===== src/rtl/acc_pkg.sv =====
package acc_pkg;

    // Function codes understood by the accumulate-stage ALU.
    typedef enum logic [1:0] {
        ALU_ADD = 2'd0,
        ALU_SUB = 2'd1,
        ALU_AND = 2'd2,
        ALU_OR  = 2'd3
    } alu_op_e;

endpackage


===== src/rtl/word_counter.sv =====
module word_counter #(
    parameter int IDX_W = 30
) (
    input  logic             clk,
    input  logic             rst,
    input  logic             en,
    output logic [IDX_W-1:0] idx
);

    typedef struct packed {
        logic [IDX_W-1:0] idx;
    } cnt_state_t;

    cnt_state_t st_d, st_q;

    always_comb begin
        st_d = st_q;
        if (rst) begin
            st_d = '0;
        end else if (en) begin
            st_d.idx = st_q.idx + IDX_W'(1);
        end
    end

    always_ff @(posedge clk) begin
        st_q <= st_d;
    end

    assign idx = st_q.idx;


    idx_step_chk: assert property (@(posedge clk) disable iff (rst)
        en |=> idx == $past(idx) + IDX_W'(1));


    idx_hold_chk: assert property (@(posedge clk) disable iff (rst)
        !en |=> $stable(idx));


    idx_clear_chk: assert property (@(posedge clk)
        rst |=> idx == '0);

endmodule


===== src/rtl/word_select.sv =====
module word_select #(
    parameter int WORD_W = 32,
    parameter int DEPTH  = 16,
    localparam int AW    = (DEPTH > 1) ? $clog2(DEPTH) : 1
) (
    input  logic [DEPTH*WORD_W-1:0] image,
    input  logic [AW-1:0]           addr,
    output logic [WORD_W-1:0]       word
);

    logic [WORD_W-1:0] words [DEPTH];

    for (genvar g = 0; g < DEPTH; g++) begin : g_unpack
        assign words[g] = image[g*WORD_W +: WORD_W];
    end

    assign word = words[addr];

endmodule


===== src/rtl/fetch_stage.sv =====
module fetch_stage #(
    parameter int WORD_W = 32
) (
    input  logic              clk,
    input  logic              rst,
    input  logic              en,
    input  logic [WORD_W-1:0] rd_word,
    output logic [WORD_W-1:0] staged
);

    typedef struct packed {
        logic [WORD_W-1:0] data;
    } stage_state_t;

    stage_state_t st_d, st_q;

    always_comb begin
        st_d = st_q;
        if (rst) begin
            st_d = '0;
        end else if (en) begin
            st_d.data = rd_word;
        end
    end

    always_ff @(posedge clk) begin
        st_q <= st_d;
    end

    assign staged = st_q.data;


    stage_capture_chk: assert property (@(posedge clk) disable iff (rst)
        en |=> staged == $past(rd_word));


    stage_hold_chk: assert property (@(posedge clk) disable iff (rst)
        !en |=> $stable(staged));


    stage_clear_chk: assert property (@(posedge clk)
        rst |=> staged == '0);

endmodule


===== src/rtl/alu_unit.sv =====
module alu_unit
    import acc_pkg::*;
#(
    parameter int WORD_W = 32
) (
    input  alu_op_e           op,
    input  logic [WORD_W-1:0] a,
    input  logic [WORD_W-1:0] b,
    output logic [WORD_W-1:0] y
);

    always_comb begin
        case (op)
            ALU_ADD: y = a + b;
            ALU_SUB: y = a - b;
            ALU_AND: y = a & b;
            ALU_OR:  y = a | b;
            default: y = a + b;
        endcase
    end

endmodule


===== src/rtl/accum_stage.sv =====
module accum_stage
    import acc_pkg::*;
#(
    parameter int      WORD_W = 32,
    parameter alu_op_e OP     = ALU_ADD
) (
    input  logic              clk,
    input  logic              rst,
    input  logic              en,
    input  logic [WORD_W-1:0] addend,
    output logic [WORD_W-1:0] total
);

    typedef struct packed {
        logic [WORD_W-1:0] sum;
    } acc_state_t;

    acc_state_t        st_d, st_q;
    logic [WORD_W-1:0] alu_y;

    alu_unit #(.WORD_W(WORD_W)) u_alu (
        .op (OP),
        .a  (st_q.sum),
        .b  (addend),
        .y  (alu_y)
    );

    always_comb begin
        st_d = st_q;
        if (rst) begin
            st_d = '0;
        end else if (en) begin
            st_d.sum = alu_y;
        end
    end

    always_ff @(posedge clk) begin
        st_q <= st_d;
    end

    assign total = st_q.sum;


    sum_step_chk: assert property (@(posedge clk) disable iff (rst)
        (en && OP == ALU_ADD) |=> total == $past(total) + $past(addend));


    sum_hold_chk: assert property (@(posedge clk) disable iff (rst)
        !en |=> $stable(total));


    sum_clear_chk: assert property (@(posedge clk)
        rst |=> total == '0);

endmodule


===== src/rtl/mem_accum_pipe.sv =====
module mem_accum_pipe
    import acc_pkg::*;
#(
    parameter int WORD_W = 32,
    parameter int IDX_W  = 30,
    parameter int DEPTH  = 16
) (
    input  logic                    clk,
    input  logic                    rst,
    input  logic                    run,
    input  logic [DEPTH*WORD_W-1:0] mem_image,
    output logic [IDX_W-1:0]        word_idx,
    output logic [WORD_W-1:0]       total
);

    localparam int AW = (DEPTH > 1) ? $clog2(DEPTH) : 1;

    logic [IDX_W-1:0]  idx;
    logic [WORD_W-1:0] rd_word;
    logic [WORD_W-1:0] staged;

    word_counter #(.IDX_W(IDX_W)) u_cnt (
        .clk (clk),
        .rst (rst),
        .en  (run),
        .idx (idx)
    );

    word_select #(.WORD_W(WORD_W), .DEPTH(DEPTH)) u_sel (
        .image (mem_image),
        .addr  (idx[AW-1:0]),
        .word  (rd_word)
    );

    fetch_stage #(.WORD_W(WORD_W)) u_fetch (
        .clk     (clk),
        .rst     (rst),
        .en      (run),
        .rd_word (rd_word),
        .staged  (staged)
    );

    accum_stage #(.WORD_W(WORD_W), .OP(ALU_ADD)) u_acc (
        .clk    (clk),
        .rst    (rst),
        .en     (run),
        .addend (staged),
        .total  (total)
    );

    assign word_idx = idx;

    initial begin
        assert (DEPTH >= 2 && (DEPTH & (DEPTH - 1)) == 0)
            else $error("DEPTH must be a power of two");
    end

endmodule


===== config.mk =====
export PLATFORM = sky130hd
export DESIGN_NAME = mem_accum_pipe
export DESIGN_NICKNAME = d
export VERILOG_FILES = /design/src/rtl/acc_pkg.sv /design/src/rtl/word_counter.sv /design/src/rtl/word_select.sv /design/src/rtl/fetch_stage.sv /design/src/rtl/alu_unit.sv /design/src/rtl/accum_stage.sv /design/src/rtl/mem_accum_pipe.sv
export SDC_FILE = /design/constraint.sdc
export NUM_CORES = 1
export LEC_CHECK = 0
export ABC_CLOCK_PERIOD_IN_PS = 4600
export BUFFER_PORTS_ARGS = -buffer_cell sky130_fd_sc_hd__buf_2
export CORE_AREA = 2 2 224 226
export CTS_CLUSTER_SIZE = 30
export DETAILED_ROUTE_END_ITERATION = 8
export DIE_AREA = 0 0 226 228
export GPL_TIMING_DRIVEN = 0
export PLACE_DENSITY = 0.41
export SLEW_MARGIN = 20
export SYNTH_ARGS = -nofsm -noshare
export SYNTH_HDL_FRONTEND = slang
export SYNTH_SLANG_ARGS = --single-unit
export TNS_END_PERCENT = 1

===== constraint.sdc =====
create_clock -name clk -period 4.6 [get_ports clk]
set_clock_uncertainty 0.2 [all_clocks]
set_input_delay 0.92 -clock clk [delete_from_list [all_inputs] [get_ports clk]]
set_output_delay 0.92 -clock clk [all_outputs]
set_load 0.01 [all_outputs]

==> impl_metrics.py <==
metrics = {
    "global_route": {
        "antenna_found_initial": 34,
        "grtUsageTotal_pct": 21.1,
        "grt_pass1_wl_um": 76300,
        "grt_max_degree": 18,
        "gr-total-overflow": 0,
        "grt_pass1_vias": 10100,
    },
    "power": {
        "powerDensity_mw_per_mm2": 230,
        "p_leak_nw": 5.84,
        "vdd_drop_max_v": 0.000177,
    },
    "synth": {
        "ys.flop_type": "dfxtp_1",
        "synth_fa_ha_area_share_pct": 4.65,
        "ys_warn_count": 0,
        "synth_area_per_cell_um2": 11.1,
        "syn_area_mm2": 0.00904,
        "yosysTopAreaCell": "mux4_2",
        "synth_compound_area_share_pct": 8.25,
        "ys_top_cells_by_area": "mux4_2 40%, dfxtp_1 21%, mux2i_1 5.5%",
        "synthCells": 817,
        "synthArstFlopShare_pct": 0,
        "synth_xor_area_share_pct": 4.26,
        "synthSimpleGateAreaFrac_pct": 12.2,
        "synth_edf_count": 0,
        "yosysUniqueCellTypes": 53,
        "ys_seq_area_share_pct": 20.8,
        "synth_seq_cells": 94,
        "netlist.area_leader.share_pct": 39.8,
        "synthMuxAreaShare_pct": 45.5,
        "synth_top_family_by_area": "multiplexers",
        "syn_nets": 1365,
    },
    "detailed_routing": {
        "first_pass_iters": 5,
        "vias_per_cell": 4.77,
        "drtIter0Drc": 650,
        "wl_per_cell_um": 26.6,
        "vias": 9924,
        "post-route-drc-count": 0,
        "final_antenna_net_count": 0,
        "wirelength_um": 55500,
    },
    "die": {
        "start_util_pct": 18.3,
        "ios": 577,
        "rows": 82,
        "dieArea_mm2": 0.0515,
        "fp.dieH_um": 228,
        "core_mm2": 0.0493,
        "die_w_um": 226,
    },
    "timing": {
        "drv_slew": 0,
        "fin_tns_setup_ps": 0,
        "max_freq_ghz": 0.281,
        "final-hold-violation-count": 0,
        "fin_crit_ps": 3550,
        "rsz0062_at_grt": "false",
        "worst_slew_pin_slew_ps": 1120,
        "setup_viol": 0,
        "post-route-period-util_pct": 77.3,
        "maxSlewHeadroom_pct": 25.3,
    },
    "cts": {
        "hold_buffers": 0,
        "clock_path_buffers": 2,
        "cts_resized": 0,
        "clkTransAtPathRegs_ps": 80,
        "numCtsBuffers": 9,
        "clock_latency_ps": 350,
        "post-cts-setup-buffer-count": 0,
        "htreeDepth": 3,
        "clock_sinks": 94,
        "clk_root_buffer_cell": "clkbuf_16",
        "cts_tree": "yes",
    },
    "flow_run": {
        "drv_cap": 0,
    },
    "final_layout": {
        "n_fill_cell": 5319,
        "layout-drive-gt1-share_pct": 55.4,
        "seq_area_mm2": 0.00188,
        "nets": 1950,
        "postLayoutCellArea_mm2": 0.0131,
        "multi_input_area_mm2": 0.00677,
        "final_cell_mix": "585 x buf_2, 160 x mux4_2, 103 x nor2_1",
        "layout_commonest_cell": "buf_2",
        "syn2layout_area_growth_pct": 44.6,
    },
    "placed_design": {
        "place_area_mm2": 0.0128,
        "io_buffers": 574,
        "gp_congestion": 0.971,
        "dpl.hpwl_um": 48900,
    },
    "critical_path": {
        "reg2reg_slack_ps": 1050,
        "critical_path_class": "register to register",
        "start_kind": "register",
        "critical-path-max-stage-delay_ps": 870,
        "cp_max_fo": 11,
        "arrival_ps": 3580,
        "worstPathRequired_ps": 4630,
        "path_common_cell": "mux4_2",
        "critPathSlowestCell": "buf_1",
        "path_cells": "buf_1, clkbuf_1, mux4_2, mux4_2, mux2i_1, nor2_1",
        "crit_path_end_kind": "register",
    },
    "worst_hold_path": {
        "hp-class": "register to register",
    },
    "outcome": {
        "status": "finished, final reports clean",
    },
}
==> cell type report <==
class                   count  area share (%)
clock buffers              10            1.83
plain buffers              73            2.90
diodes                      3          0.0574
inverters                   4           0.115
clock inverters             6           0.574
flip-flops and latches     94            14.4
multi-input cells         646            51.8
repair buffers            574            22.0
well taps                 672            6.43
==> stage by stage <==
step	cells	utilization, %	total power, mW	hold WS, ps	setup WS (ps)
floorplan	817	-	1.65	265	2040
detailed placement	2063	25.9	2.23	263	1020
global placement	2063	25.9	2.23	260	1050
finish	2082	26.5	3.01	268	1050
global route	2079	26.5	3.17	332	954
CTS	2079	26.5	3.06	274	1020
==> layer usage <==
layer | track usage (%) | share of wire [%] | up-vias | routed length [um]
li1 | - | - | 4406 | -
met1 | 28.3 | 44 | 4999 | 24200
met2 | 36.2 | 49 | 428 | 27000
met3 | 3.83 | 6.1 | 73 | 3370
met4 | 2.84 | 1.4 | 18 | 786
met5 | 0 | 0.19 | - | 105
==> synthesized netlist by cell type (all sizes together) (6+ instances only) <==
cell / number
mux4: 160
nor2: 105
dfxtp: 94
nand2: 51
mux2i: 50
clkbuf: 38
a21oi: 36
buf: 35
ha: 32
nand3: 27
o21ai: 26
xor2: 26
xnor2: 18
a21o: 16
nand4: 15
and3: 14
a31oi: 6
nor3: 6
or3: 6
==> final timing paths <==
kind / start / to / cells past startpoint
worst max-delay path: u_cnt.idx[1] / u_fetch.staged[5] / 6
worst min-delay path: u_acc.total[24] / u_acc.total[24] / 2
worst max register to register: u_cnt.idx[1] / u_fetch.staged[5] / 6
worst min register to register: u_acc.total[24] / u_acc.total[24] / 2
==> sequential cells by signal (all words and copies together), names as in the netlist <==
name            count
u_acc.total        32
u_fetch.staged     32
u_cnt.idx          30
==> critical path: cells and delay by family (launching register included) <==
kind | cells | cell delay [ps]
buffers and inverters | 2 | 1560
multiplexers | 3 | 1120
AND/OR/NAND/NOR | 1 | 60
flip-flops | 1 | 490
==> power by group <==
group	switching, mW	total [mW]	internal [mW]	leakage, nW
sequential	0.0520	0.921	0.869	0.768
clock	0.362	0.810	0.448	0.157
combinational	0.637	1.28	0.643	4.91
==> kinds of logic (layout without fill, tap and decap cells) <==
kind of cell | count (synthesis) | after routing
xor+xnor | 44 | 44
mux | 211 | 211
fa+ha+maj | 33 | 33
compound gates | 115 | 115
other cells | 0 | 3
flops | 94 | 94
simple gates | 243 | 243
buf+inv | 77 | 667
Note: power is estimated with default switching activity, not from simulation.
